--- config.mk ---
export PLATFORM = sky130hd
export DESIGN_NAME = alu_mf
export DESIGN_NICKNAME = d
export VERILOG_FILES = /design/src/rtl/alu_mf_pkg.sv /design/src/rtl/alu_mf_adder.sv /design/src/rtl/alu_mf_shifter.sv /design/src/rtl/alu_mf_logic.sv /design/src/rtl/alu_mf.sv
export SDC_FILE = /design/constraint.sdc
export NUM_CORES = 1
export LEC_CHECK = 0
export BUFFER_PORTS_ARGS = -buffer_cell sky130_fd_sc_hd__buf_4
export CORE_MARGIN = 2
export CORE_UTILIZATION = 55
export DETAILED_ROUTE_END_ITERATION = 16
export PLACE_DENSITY = 0.81
export SYNTH_ARGS = -nofsm -noshare
export SYNTH_HDL_FRONTEND = slang
export SYNTH_HIERARCHICAL = 1
export SYNTH_SLANG_ARGS = --single-unit
--- constraint.sdc ---
create_clock -name vclk -period 9.1
set_input_delay 1.82 -clock vclk [all_inputs]
set_output_delay 1.82 -clock vclk [all_outputs]
set_load 0.05 [all_outputs]
--- src/rtl/alu_mf_pkg.sv ---
package alu_mf_pkg;
   typedef enum logic [1:0] {
      CLS_SHIFT = 2'b00,
      CLS_SLT   = 2'b01,
      CLS_ARITH = 2'b10,
      CLS_LOGIC = 2'b11
   } alu_class_e;

   typedef enum logic [1:0] {
      SHF_NONE = 2'b00,
      SHF_SLL  = 2'b01,
      SHF_SRL  = 2'b10,
      SHF_SRA  = 2'b11
   } shift_fn_e;

   typedef enum logic [1:0] {
      LOG_AND = 2'b00,
      LOG_OR  = 2'b01,
      LOG_XOR = 2'b10,
      LOG_NOR = 2'b11
   } logic_fn_e;
endpackage

--- src/rtl/alu_mf_adder.sv ---
module alu_mf_adder #(
   parameter int WIDTH = 32
) (
   input  logic [WIDTH-1:0] a_in,
   input  logic [WIDTH-1:0] b_in,
   input  logic             sub,
   output logic [WIDTH-1:0] sum,
   output logic             ovf
);
   localparam int MSB = WIDTH - 1;

   logic [WIDTH-1:0] b_eff;
   logic [WIDTH:0]   wide;

   always_comb begin
      b_eff = b_in ^ {WIDTH{sub}};
      wide  = {1'b0, a_in} + {1'b0, b_eff} + {{WIDTH{1'b0}}, sub};
      sum   = wide[MSB:0];
      ovf   = (a_in[MSB] == b_eff[MSB]) && (wide[MSB] != a_in[MSB]);
   end
endmodule

--- src/rtl/alu_mf_shifter.sv ---
module alu_mf_shifter
   import alu_mf_pkg::*;
#(
   parameter int WIDTH = 32,
   parameter int SHW   = $clog2(WIDTH)
) (
   input  logic [WIDTH-1:0] din,
   input  logic [SHW-1:0]   amt,
   input  shift_fn_e        fn,
   output logic [WIDTH-1:0] dout
);
   localparam int MSB = WIDTH - 1;

   logic             go_left;
   logic             fill;
   logic [SHW-1:0]   amt_eff;
   logic [WIDTH-1:0] stage [SHW+1];

   always_comb begin
      go_left = (fn == SHF_SLL);
      fill    = (fn == SHF_SRA) ? din[MSB] : 1'b0;
      amt_eff = (fn == SHF_NONE) ? '0 : amt;
   end

   assign stage[0] = din;

   for (genvar k = 0; k < SHW; k++) begin : g_stage
      localparam int S = 1 << k;
      logic [WIDTH-1:0] moved;
      always_comb begin
         if (go_left) moved = {stage[k][MSB-S:0], {S{1'b0}}};
         else         moved = {{S{fill}}, stage[k][MSB:S]};
      end
      assign stage[k+1] = amt_eff[k] ? moved : stage[k];
   end

   assign dout = stage[SHW];
endmodule

--- src/rtl/alu_mf_logic.sv ---
module alu_mf_logic
   import alu_mf_pkg::*;
#(
   parameter int WIDTH = 32
) (
   input  logic [WIDTH-1:0] a_in,
   input  logic [WIDTH-1:0] b_in,
   input  logic_fn_e        fn,
   output logic [WIDTH-1:0] dout
);
   always_comb begin
      unique case (fn)
         LOG_AND: dout = a_in & b_in;
         LOG_OR:  dout = a_in | b_in;
         LOG_XOR: dout = a_in ^ b_in;
         default: dout = ~(a_in | b_in);
      endcase
   end
endmodule

--- src/rtl/alu_mf.sv ---
module alu_mf
   import alu_mf_pkg::*;
#(
   parameter int WIDTH = 32,
   parameter int SHW   = $clog2(WIDTH)
) (
   input  logic [WIDTH-1:0] opnd_x,
   input  logic [WIDTH-1:0] opnd_y,
   input  logic [SHW-1:0]   const_amt,
   input  logic [1:0]       ctl_class,
   input  logic [1:0]       ctl_shift_fn,
   input  logic             ctl_use_var,
   input  logic             ctl_sub,
   input  logic [1:0]       ctl_logic_fn,
   output logic [WIDTH-1:0] result,
   output logic             zero_flag,
   output logic             ovfl_flag
);
   localparam int MSB = WIDTH - 1;

   if (WIDTH < 8 || (WIDTH & (WIDTH - 1)) != 0) begin : g_bad_width
      $error("alu_mf: WIDTH must be a power of two of at least 8");
   end
   if (SHW != $clog2(WIDTH)) begin : g_bad_shw
      $error("alu_mf: SHW must equal log2(WIDTH)");
   end

   alu_class_e       cls;
   logic             add_sub;
   logic [WIDTH-1:0] add_sum;
   logic             add_ovf;
   logic [SHW-1:0]   shamt;
   logic [WIDTH-1:0] shf_out;
   logic [WIDTH-1:0] log_out;
   logic             less;

   assign cls     = alu_class_e'(ctl_class);
   // compare always uses the difference
   assign add_sub = ctl_sub | (cls == CLS_SLT);
   assign shamt   = ctl_use_var ? opnd_x[SHW-1:0] : const_amt;

   alu_mf_adder #(.WIDTH(WIDTH)) u_add (
      .a_in (opnd_x),
      .b_in (opnd_y),
      .sub  (add_sub),
      .sum  (add_sum),
      .ovf  (add_ovf)
   );

   alu_mf_shifter #(.WIDTH(WIDTH), .SHW(SHW)) u_shf (
      .din  (opnd_y),
      .amt  (shamt),
      .fn   (shift_fn_e'(ctl_shift_fn)),
      .dout (shf_out)
   );

   alu_mf_logic #(.WIDTH(WIDTH)) u_log (
      .a_in (opnd_x),
      .b_in (opnd_y),
      .fn   (logic_fn_e'(ctl_logic_fn)),
      .dout (log_out)
   );

   // sign of difference corrected by overflow
   assign less = add_sum[MSB] ^ add_ovf;

   always_comb begin
      unique case (cls)
         CLS_SHIFT: result = shf_out;
         CLS_SLT:   result = {{(WIDTH-1){1'b0}}, less};
         CLS_ARITH: result = add_sum;
         default:   result = log_out;
      endcase
      zero_flag = ~|result;
      ovfl_flag = (cls == CLS_ARITH) & add_ovf;
   end
endmodule

# == After elaboration in Yosys (flattened, before gate mapping) ==
# Cells that the tools add are included.
# totals
ff_bits,0
in_bits,77
output_inout_bits,34
# op_classes
n_addsub,2
eq_ne,8
n_mux,15
bitwise,8
reduce_logical,6
# ops
operator,n
32-bit 2-to-1 mux,10
32-bit one-hot mux with 3 select lines,2
32-bit bitwise XOR,2
32-bit by 1-bit adder with 32-bit output,1
32-bit adder,1
32-bit AND,1
32-bit NOT,1
32-bit OR,1
32-bit OR reduction,1
5-bit 2-to-1 mux,2
2-bit by 1-bit == test with 1-bit output (second input constant),3
2-bit == test (second input constant),3
2-bit logical NOT,3
1-bit AND,1
1-bit == test,1
1-bit logical AND,1
1-bit logical NOT,1
1-bit 2-to-1 mux,1
1-bit inequality test,1
1-bit OR,1
1-bit bitwise XOR,1

# == Depth between registers and ports, before layout ==
# Gate-level depths: netlist of run 1.
# depth
ltp_word,15
depth_mapped,19
mapped_depth_nobuf,16

# == Cells and area by module ==
# The synthesis of run 1 kept the hierarchy.
# by_module_without_submodules
mod,n_inst,cells_each,area_each_um2
alu_mf_shifter,1,711,4225.3
alu_mf_adder,1,316,2247.2
alu_mf_logic,1,306,2242.2
alu_mf,1,95,827.0

# == Least setup slack after synthesis of run 1 ==
# No wires, ideal clock.
# synth_path
path_kind,input-to-output
from,input port ctl_class[1]
to,output port zero_flag
arrival_ns,6.748
t_required_ns,7.280
slack_ns,0.532
cell_stages,19
n_path_buf,3
cell_sequence,inv_2 -> clkbuf_1 -> a21o_1 -> buf_2 -> buf_1 -> xor2_1 -> inv_1 -> fa_1 -> nand2b_1 -> a21oi_1 -> o211ai_2 -> a2111oi_4 -> o221ai_2 -> xnor2_1 -> mux2i_1 -> o2bb2ai_1 -> nor4_1 -> nand4_1 -> nor4_2
# synth_via
word_cells_on_any_way,14
cone_classes,add/sub: 2; eq/ne: 4; mux: 1; bitwise: 3; reduce/logical: 4
# synth_lines
item,line_no,source
from (decl),alu_mf.sv:10,"input logic [1:0] ctl_class,"
2-bit by 1-bit == test with 1-bit output *,alu_mf.sv:39,assign add_sub = ctl_sub | (cls == CLS_SLT);
1-bit OR *,alu_mf.sv:39,
named net add_sub,alu_mf.sv:29,logic add_sub;
32-bit bitwise XOR,alu_mf_adder.sv:16,b_eff = b_in ^ {WIDTH{sub}};
32-bit adder,alu_mf_adder.sv:17,"wide = {1'b0, a_in} + {1'b0, b_eff} + {{WIDTH{1'b0}}, sub};"
32-bit by 1-bit adder with 32-bit output *,alu_mf_adder.sv:17,
named net add_sum[28],alu_mf.sv:30,logic [WIDTH-1:0] add_sum;
32-bit one-hot mux with 3 select lines *,alu_mf.sv:68,unique case (cls)
named net result[28],alu_mf.sv:15,"output logic [WIDTH-1:0] result,"
32-bit OR reduction *,alu_mf.sv:74,zero_flag = ~|result;
1-bit logical NOT *,alu_mf.sv:74,
to (decl),alu_mf.sv:16,"output logic zero_flag,"
# The timed path passes the listed nets; every way through them passes the cells marked *.

# == Final worst setup path of run 1 ==
# layout_path
from,input port ctl_class[1]
to,output port zero_flag
# layout_via
word_cells_on_any_way,14
cone_classes,add/sub: 2; eq/ne: 4; mux: 1; bitwise: 3; reduce/logical: 4
# layout_lines
item,line_no
2-bit by 1-bit == test with 1-bit output *,alu_mf.sv:39
1-bit OR *,alu_mf.sv:39
named net add_sub,alu_mf.sv:29
32-bit bitwise XOR,alu_mf_adder.sv:16
32-bit adder,alu_mf_adder.sv:17
32-bit by 1-bit adder with 32-bit output *,alu_mf_adder.sv:17
named net add_sum[30],alu_mf.sv:30
32-bit one-hot mux with 3 select lines *,alu_mf.sv:68
32-bit OR reduction *,alu_mf.sv:74
1-bit logical NOT *,alu_mf.sv:74
# Marks and branches as above.

==> impl_summary.md, run 1 <==
Worst setup path
At the worst endpoint, the required time is 7.28 ns. The most critical setup path has its startpoint at ctl_class[1]. Along the worst path, the maximum fanout reaches 24.

The critical path endpoint category is a primary output. The data arrival time of the worst path is 6.22 ns. The kind of start point of the critical path is an input port.

The kind of critical path is in -> out.

Placed design
The post-detailed-placement half-perimeter wirelength is 34100 um. The post-placement setup slack is 1.25 ns. The global placement routability congestion is 1.06. In this run the tool buffered the top-level ports with 111 buffer cells.

Hold path
The worst hold path begins at opnd_x[31]. The worst hold-check path type is in -> out.

Floorplanning
The die width is 136 um. In this run the count of I/O pins placed on the die edge is 111. The row count is 48. The die covers 18400 um^2.

The initial core utilization is 55.7%. The core region area is 17100 um^2. Measured along the y axis, the die boundary spans 136 um.

STA
The post-route setup TNS is 0 ns. The worst-case setup margin in the final layout is 1.06 ns. The final max-slew violation count is 0.

The normalized max-slew margin is 33.8%. The final number of setup-violating endpoints is 0. For the pin with the worst max-slew slack, the measured transition is 0.989 ns. The final hold violation count was 0. The post-layout minimum cycle time is 8.04 ns. In the finished design, the share of the clock period the worst path needs comes to 88.3%. Setup repair after global routing left no endpoint under its margin.

The achievable clock frequency is 0.124 GHz.

Global route
For this run, the total global-route usage over all layers was measured as 46.3%. The initial antenna violation count is 0. The first global-routing pass estimated 65400 um of wire. The number of global-route vias before repair was 10900. Entering global routing, the biggest net connects 71 pins.

The leftover overflow at the end of global routing is 0.

Power
The reported net switching power is 0.000688 W. Combinational logic is responsible for 100.0% of the overall power. The proportion of total power due to net switching is 66.2%.

The power per unit of standard cell area is 101 nW/um^2. The analysis attributes to cell leakage a power of 4.52 nW. The cell-internal power is 0.000351 W. Across the VDD grid, the largest voltage drop is 0.0709 mV. Per report_power, the clock group accounts for 0% of the total. The overall power after layout is 0.00104 W. The share of power burned in registers is 0%.

Detailed routing
The final routed DRC violation total is 0. After detailed routing, the total wire length is 44900 um. The first routing iteration left 2181 violations. After detailed routing, the average wire length per cell comes to 26.6 um.

The number of iterations in the first detailed-routing pass is 10. The number of nets still failing antenna checks after routing is 0. Across all layers, the routed design uses 12200 vias. Using the TritonRoute via totals, the vias-per-cell ratio works out to 7.25.

Synthesis
The synthesized cell area is 9540 um^2. Yosys printed 6 warnings. The average size of a mapped cell is 6.68 um^2. Sequential cells were found to cover 0% of the synthesized design area.

The largest total area in the synthesized netlist belongs to ha_1. In this run the biggest area consumer among cell types represents 12.3% of the synthesized area. By area the synthesized netlist is led by ha_1 12%, nand2_1 6.6%, a21oi_1 5.8%. In the synthesized netlist, the number of instances is 1428. Ranked by instance count, the synthesized netlist is headed by 167 x nand2_1, 111 x a21oi_1, 105 x o21ai_0, 94 x ha_1, 89 x nor2_1. Synthesis instantiated 101 different standard cells from the library. The most common cell in the synthesized netlist is nand2_1. Counting every net in the synthesized netlist gives 1600.

Clock network
The number of setup buffers added after CTS is 0. The post-cts repair resize count is 0. In this run, post-CTS hold repair placed 0 buffers.

Final layout
The area used by sequential logic in the layout is 0 um^2. The layout has 1654 filler cells. 0 antenna diodes ended up in the layout.

Cells with a size suffix above 1 make up 15.8% of the layout. The area growth from synthesis to layout is 8.13%. The sequential cell count is 0. The clock buffers instantiated in the layout total 0. In the final design database the tool counted 1635 nets.

Flow run
The reported max-cap violation count is 0.

Run status
The run finished with clean final reports.
[final cells by class]
cell class / count / area (um^2) / area share [%]
inverters: 87 / 327 / 3.17
multi-input cells: 1233 / 8650 / 83.8
well taps: 225 / 282 / 2.73
repair buffers: 141 / 1060 / 10.3
[routing by layer]
| layer | share of wire, % | vias up | track usage, % | wire (um) |
|---|---|---|---|---|
| li1 | - | 5378 | - | - |
| met1 | 38 | 5568 | 60.1 | 17100 |
| met2 | 40 | 1061 | 68.8 | 18100 |
| met3 | 16 | 221 | 16.9 | 7120 |
| met4 | 5.6 | 0 | 19.4 | 2520 |
| met5 | 0 | - | 0 | 0 |
[cells in the final DEF (no fill, tap or decap), types with 9 or more instances in the layout]
master / Yosys / final
a21oi_1: 111 / 111
or2_2: 11 / 11
xnor2_1: 16 / 16
mux2_2: 10 / 9
a221oi_1: 9 / 9
a211oi_1: 17 / 17
o211ai_1: 21 / 21
nand3_1: 25 / 25
nor2b_1: 26 / 25
o221ai_1: 11 / 11
o31ai_1: 9 / 9
nor4_1: 13 / 13
buf_4: 6 / 141
o22ai_1: 15 / 15
a31oi_1: 18 / 18
and3_1: 13 / 13
o2bb2ai_1: 36 / 36
o21ai_0: 105 / 105
a21o_1: 12 / 11
o21ai_1: 44 / 43
mux2i_1: 40 / 40
o32ai_1: 10 / 10
ha_1: 94 / 94
and2_1: 17 / 17
inv_1: 84 / 84
nor2_1: 89 / 88
o21bai_1: 9 / 9
xor2_1: 42 / 42
nor3_1: 26 / 26
nand2_1: 167 / 167
a22oi_1: 12 / 12
nand2b_1: 20 / 20
nand4_1: 16 / 16
mux2_4: 28 / 29
[stage by stage]
| step | hold WS [ns] | cell area [um^2] | util, % | cells |
|---|---|---|---|---|
| finish | 4.30 | 10300 | 60.3 | 1686 |
| global route | 4.31 | 10300 | 60.3 | 1686 |
| CTS | 4.27 | 10300 | 60.3 | 1686 |
| detailed placement | 4.27 | 10300 | 60.3 | 1686 |
| global placement | 4.26 | 10300 | 60.3 | 1686 |
| floorplan | 4.04 | 9540 | - | 1428 |
[worst paths after layout]
path / endpoint / depth (start not counted)
setup / recovery: zero_flag / 18
hold / removal: ovfl_flag / 5
[power groups by stage]
| stage | clock [W] | sequential, W | combinational (W) |
|---|---|---|---|
| 5_1_grt | 0 | 0 | 0.00108 |
| 3_5_place_dp | 0 | 0 | 0.000989 |
| 3_3_place_gp | 0 | 0 | 0.000982 |
| 6_report | 0 | 0 | 0.00104 |
| 4_1_cts | 0 | 0 | 0.000992 |
| 2_1_floorplan | 0 | 0 | 0.000688 |
[logic make-up after synthesis]
| family | share of synthesized area, % |
|---|---|
| adder cells (fa/ha/maj) | 12.5 |
| AND/OR/NAND/NOR | 25.4 |
| multiplexers | 10.3 |
| AO/OA/AOI/OAI | 37.0 |
| buffers and inverters | 9.48 |
| XOR/XNOR | 5.32 |
[worst max-delay path, stage by stage]
cell and delay [ns]:
buf_4 0.12, inv_2 0.05, a21o_2 0.31, buf_4 0.44, xor2_1 0.13, ha_1 0.50
nand4_1 0.30, nor3_1 0.25, o21ai_0 0.13, a21oi_1 0.38, or2_1 0.20, a221oi_1 0.09
mux2i_1 0.21, o2bb2ai_1 0.14, nor4_1 0.35, nand4_1 0.26, nor4_2 0.29, buf_4 0.23
No activity file was read; power rests on OpenSTA's default activity.
==> run 2, diff against run 1 <==
--- a/config.mk
+++ b/config.mk
@@ -5,6 +5,7 @@
 export SDC_FILE = /design/constraint.sdc
 export NUM_CORES = 1
 export LEC_CHECK = 0
+export ABC_AREA = 1
 export BUFFER_PORTS_ARGS = -buffer_cell sky130_fd_sc_hd__buf_4
 export CORE_MARGIN = 2
 export CORE_UTILIZATION = 55
==> impl_summary.md, run 2 <==
Worst setup path
The cell that appears most often on the critical path is nand2_1. The worst setup path is launched from an input port. The slowest stage of the critical path belongs to the cell o21bai_4. The origin of the worst setup path is ctl_class[0]. The signal on the critical path passes through buf_4 > inv_2 > o21bai_4 > buf_4 > xor2_1 > ha_1 > nand2_1 > inv_2 > nand3_2 > nor3_1 > and2_1 > nand2_2 > nand2_2 > nand2_1 > nand2_1 > nand2_1 > nand3_1 > nand3_1 > nand2_1 > nand3_1 > nor2_1 > nand2_1 > nor2_1 > buf_4.

The delay of the slowest critical-path stage is 0.49 ns (about the same). The data arrival time of the worst path is 5.79 ns (-0.43 ns). The critical path required time was 7.28 ns (about the same). The critical path endpoint category is a primary output. The maximum fanout along the worst path is 18 (-25%). The kind of critical path is in -> out. The capturing instance or port of the critical path is zero_flag.

Synthesis
The number of synthesis warnings is 6 (unchanged). The number of instances in the synthesized netlist is 1710 (+20%). The average size of a mapped cell was 5.13 um^2 (-23%). By count the netlist is led by 638 x nand2_1, 339 x nand3_1, 202 x inv_1, 94 x ha_1, 86 x nor2_1. The number of library cell types mapped by synthesis is 47 (-53%). The most frequent cell after synthesis is nand2_1. The sequential cell area fraction in the yosys report is 0% (unchanged). The post-synth net total is 1882 (+18%).

The library cell occupying the most area in the post-synthesis netlist is nand2_1. The synthesized cell area was 8770 um^2 (-8.1%). The top-area cell type share of the netlist area is 27.3% (+15 points). After synthesis, the cell types taking the most area are nand2_1 27%, nand3_1 19%, ha_1 13%.

Detailed routing
The via total after detailed routing came to 11500 (-5.7%). The total wire length after detailed routing was 34100 um (-24%). The initial DRC count was 1211 (-44%).

The number of iterations in the first detailed-routing pass is 6 (-4). The number of nets still failing antenna checks after routing is 0 (unchanged). The routed wire length per instance is 17.3 um (-35%). The final routed DRC violation total is 0 (unchanged). The routed via count divided by cell count is 5.85 (-19%).

Floorplanning
The area of the die is 17000 um^2 (-7.9%). The die width came to 130 um (-4.0%). The core region area is 15700 um^2 (-8.2%). The die outline height is 130 um (-4.0%).

The initial core utilization is 55.8% (+0.067 points). The row count is 46 (-4.2%). The number of top-level pins is 111 (unchanged).

Final layout
The footprint of the multi-input gates came to 7460 um^2 (-14%). The sequential cell count came to 0 (unchanged). The number of clock buffers in the layout is 0 (unchanged). The final antenna diode count is 0 (unchanged). The layout cell share with drive strength beyond 1 is 11.9% (-3.9 points). The number of nets in the finished design came to 1929 (+18%). The filler cell count in the final layout is 1714 (+3.6%).

The area used by sequential logic in the layout came to 0 um^2 (unchanged). Leaving out fill and tap cells, the most frequent cell in the layout is nand2_1. In the layout the commonest cells are 638 x nand2_1, 339 x nand3_1, 202 x inv_1. The relative area change from synthesis to final layout is 8.03% (about the same).

STA
The post-layout minimum cycle time is 7.61 ns (-0.425 ns). The final hold violation count is 0 (unchanged). The normalized max-slew margin is 15.5% (-18 points). The post-route setup TNS is 0 ns (unchanged). The transition time at the pin with the least slew margin is 1.27 ns (+0.277 ns). The final number of setup-violating endpoints is 0 (unchanged). The post-route fraction of the period consumed by the critical path is 83.6% (-4.7 points). Setup repair after global routing left no endpoint under its margin. The achievable clock frequency is 0.131 GHz (+5.6%). The final max-slew violation count is 0 (unchanged).

Power
The proportion of total power due to net switching is 69.3% (+3.1 points). The part of the power in combinational logic is 100.0% (about the same). The cell-internal power is 0.000276 W (-21%). The share of power burned in registers was 0% (unchanged).

The reported net switching power is 0.000622 W (-9.6%). The overall power after layout is 0.000898 W (-14%). The peak ir drop on the vdd network is 0.0550 mV (-22%). The leakage power was 5.42 nW (+20%). The power per unit of standard cell area is 94.8 nW/um^2 (-5.9%). The portion of total power attributed to the clock network is 0% (unchanged).

Placed design
The global placement routability congestion is 1.01 (-4.9%). The post-detailed-placement half-perimeter wirelength is 27600 um (-19%). The number of input and output port buffers inserted came to 111 (unchanged).

Global route
The number of global-route vias before repair is 9957 (-8.3%). The leftover overflow at the end of global routing is 0 (unchanged). The total global-route track usage is 39.2% (-7.1 points). The initial antenna violation count is 0 (unchanged). The largest net degree at the start of global routing is 67 (-5.6%). The global-route wire length before repair is 52800 um (-19%).

Clock network
The number of setup buffers added after CTS is 0 (unchanged). The post-cts repair resize count was 0 (unchanged). The number of buffers added to fix hold violations after cts came to 0 (unchanged).

Run status
The run finished with clean final reports.

Hold path
The tightest min-delay check is of the in -> out type.

Flow run
The reported max-cap violation count is 0 (unchanged).
run 2: stage by stage:
| step | cells | hold WS, ns | area [um^2] | setup WS, ns | util (%) |
|---|---|---|---|---|---|
| after global placement | 1971 | 4.12 | 9470 | 1.54 | 60.3 |
| after floorplan | 1710 | 4.01 | 8770 | 1.80 | - |
| after CTS | 1971 | 4.13 | 9470 | 1.51 | 60.3 |
| after detailed placement | 1971 | 4.13 | 9470 | 1.53 | 60.3 |
| after global routing | 1971 | 4.15 | 9470 | 1.16 | 60.3 |
| final | 1971 | 4.14 | 9470 | 1.49 | 60.3 |
run 2: cell type report:
cell class	instances	share of cell area [%]
Tap cell	216	2.85
Timing Repair Buffer	123	9.75
Multi-Input combinational cell	1416	78.7
Inverter	216	8.66
run 2: worst min path at each step:
stage / startpoint / to / slack, ns / cells after the start
after floorplan: opnd_x[31] / ovfl_flag / 4.01 / 4
after global placement: ctl_class[0] / ovfl_flag / 4.12 / 3
after global routing: ctl_class[0] / ovfl_flag / 4.15 / 3
after detailed placement: ctl_class[0] / ovfl_flag / 4.13 / 3
after CTS: ctl_class[0] / ovfl_flag / 4.13 / 3
final: ctl_class[0] / ovfl_flag / 4.14 / 3
run 2: logic make-up after synthesis:
family | Yosys count | synth area share, %
fa+ha+maj | 95 | 13.6
compound gates | 88 | 5.64
mux | 5 | 0.642
simple gates | 1179 | 60.0
buf+inv | 294 | 15.2
xor+xnor | 49 | 4.89
run 2: layer usage:
metal / up-vias / GRT usage [%] / part of all wire (%)
li1: 5587 / - / -
met1: 5216 / 54.5 / 43
met2: 656 / 60.5 / 42
met3: 78 / 6.40 / 10
met4: 0 / 14.8 / 4.5
met5: - / 0 / 0
run 2: power by group through the flow:
stage	registers (W)	logic, W	clock network [W]
floorplan	0	0.000626	0
detailed placement	0	0.000874	0
global route	0	0.000979	0
CTS	0	0.000878	0
global placement	0	0.000869	0
finish	0	0.000898	0
run 2: critical path: cells and delay by family:
kind                       cells  cell delay, ns
AOI/OAI and AO/OA              1            0.49
xor gates and xnor gates       1            0.12
buffers and inverters          5            1.07
adders and majority gates      1            0.41
and+or+nand+nor               16            1.87
==> run 3, diff against run 2 <==
==> constraint.sdc (replaced) <==
create_clock -name vclk -period 7.1
set_input_delay 1.42 -clock vclk [all_inputs]
set_output_delay 1.42 -clock vclk [all_outputs]
set_load 0.05 [all_outputs]
==> impl_summary.md, run 3 (synthesis gave the netlist of run 2 again) <==
Run status
The flow ran to the end, and the final reports show no timing, DRC or antenna violations.

Power
The leakage power is 5.44 nW (+0.37%). The power per unit of standard cell area is 121 nW/um^2 (+28%). The peak ir drop on the vdd network was 0.110 mV (+100%).

Hold path
The worst hold-check path type is in -> out. The startpoint identified for the worst hold timing path is ctl_class[0]. The end point of the most critical hold path is ovfl_flag.

The number of cells traversed by the worst hold path came to 3 (unchanged).

STA
The final max-slew violation count is 0 (unchanged). The final hold violation count is 0 (unchanged). Setup repair after global routing left no endpoint under its margin. The tightest hold margin is 3.32 ns (-0.820 ns). Based on the critical path, the design can be clocked at up to 0.149 GHz. The transition time at the pin with the least slew margin was 1.14 ns (-0.123 ns).

The post-route setup TNS was 0 ns (unchanged). Subtracting the final worst setup slack from the clock period gives 6.70 ns. After layout, the worst path uses 94.4% of the clock period. The worst-case setup margin in the final layout is 0.401 ns (-1.09 ns). The normalized max-slew margin is 23.7% (+8.2 points). The final number of setup-violating endpoints is 0 (unchanged).

Worst setup path
The data arrival time of the worst path came to 5.28 ns (-0.51 ns). The cell family contributing the most delay on the critical path is simple AND/OR/NAND/NOR gates. The kind of critical path is in -> out. The kind of start point of the critical path is an input port. The critical path endpoint category is a primary output.

The largest individual stage delay along the critical path comes from the cell o21bai_4. The number of buffers and inverters on the critical path is 4 (-1). The delay of the slowest critical-path stage is 0.45 ns (-0.04 ns). The dominant cell type by count on the critical path is nand2_1. The critical path required time is 5.68 ns (-1.60 ns). The maximum fanout along the worst path is 20 (+2). Traced cell by cell, the critical path runs through buf_4 > inv_2 > o21bai_4 > buf_12 > xor2_1 > ha_1 > a21oi_1 > nand2_1 > nand2_1 > nand3_1 > a21oi_1 > nand2_2 > nand2_1 > nand2_1 > nand2_1 > nand3_1 > nor2_1 > nand2_1 > nor2_1 > nand2_1 > nor2_1 > buf_4.

Global route
The layer with the highest usage after global routing is met2. The largest net degree at the start of global routing was 67 (unchanged). The total global-route track usage is 38.4% (-0.77 points). The number of global-route vias before repair is 9844 (-1.1%). The initial antenna violation count was 0 (unchanged). The routing usage on met2 was 59.7% (-0.77 points). The global routing met1 resource utilization is 53.1% (-1.4 points). The global-route wire length before repair is 52000 um (-1.5%). The met3 track demand over resource was 5.45% (-0.94 points).

The leftover overflow at the end of global routing is 0 (unchanged).

Detailed routing
The number of iterations in the first detailed-routing pass was 5 (-1). The number of nets still failing antenna checks after routing is 0 (unchanged). The routed wire length per instance came to 16.9 um (-2.2%).

The final routed DRC violation total came to 0 (unchanged). The via total after detailed routing came to 11500 (-0.44%). The initial DRC count was 1418 (+17%). The routed via count divided by cell count is 5.82 (-0.59%).

The total wire length after detailed routing came to 33400 um (-2.0%).

Final layout
The final antenna diode count is 0 (unchanged). The filler cell count in the final layout is 1707 (-0.41%). The number of nets in the finished design is 1932 (+0.16%). The area used by sequential logic in the layout came to 0 um^2 (unchanged). The sequential cell count was 0 (unchanged). In the layout the commonest cells are 638 x nand2_1, 339 x nand3_1, 202 x inv_1. From synthesis to final layout, the design area changed by 8.40%. The number of cells in the finished layout apart from fillers is 1974 (+0.15%). The most common library cell in the layout ignoring fill and taps is nand2_1. The number of clock buffers in the layout was 0 (unchanged).

The layout cell share with drive strength beyond 1 was 12.0% (+0.093 points).

Placed design
The post-detailed-placement half-perimeter wirelength was 27100 um (-1.6%). The post-placement setup slack is 0.534 ns (-0.993 ns). The cell total after placement was 1974 (+0.15%).

The number of input and output port buffers inserted is 111 (unchanged). The global placement routability congestion is 1.12 (+11%).

Clock network
The number of setup buffers added after CTS is 0 (unchanged). The post-cts repair resize count was 0 (unchanged). The number of buffers added to fix hold violations after cts was 0 (unchanged).

Flow run
The reported max-cap violation count was 0 (unchanged).

Floorplanning
The row count is 46 (unchanged). The initial core utilization is 55.8% (unchanged). The die width came to 130 um (unchanged). The number of top-level pins is 111 (unchanged). The die outline height is 130 um (unchanged). The area of the die is 17000 um^2 (unchanged). The core region area was 15700 um^2 (unchanged).
[run 3: worst max-delay path by stage]
stage                             from         to  slack, ns  depth (start not counted)
final                     ctl_class[0]  zero_flag       0.40                         22
after CTS                 ctl_class[0]  zero_flag       0.53                         22
after global routing      ctl_class[0]  zero_flag        0.1                         24
after global placement    ctl_class[0]  zero_flag       0.63                         24
after detailed placement  ctl_class[0]  zero_flag       0.53                         22
after floorplan           ctl_class[1]  zero_flag       0.60                         24
[run 3: where the power goes]
part | internal, W | total, W | leakage (nW) | switching, W
combinational | 0.000356 | 0.00115 | 5.44 | 0.000795
clock | 0 | 0 | 0 | 0
sequential | 0 | 0 | 0 | 0
[run 3: layout make-up]
type | count | area [um^2] | share of cell area, %
timing repair buffer | 126 | 958 | 10.1
inverter | 216 | 821 | 8.63
tap | 216 | 270 | 2.84
multi-input combinational | 1416 | 7460 | 78.4
[run 3: metrics by stage]
| stage | total power (W) | util (%) | instance area (um^2) |
|---|---|---|---|
| after CTS | 0.00112 | 60.5 | 9510 |
| after global routing | 0.00125 | 60.5 | 9510 |
| final | 0.00115 | 60.5 | 9510 |
| after floorplan | 0.000802 | - | 8770 |
| after global placement | 0.00111 | 60.5 | 9510 |
| after detailed placement | 0.00112 | 60.5 | 9510 |
[run 3: routing by layer]
layer,share of wire [%],wire length [um]
met4,4.7,1580
met5,0,0
met1,42,14100
met3,11,3620
met2,42,14100
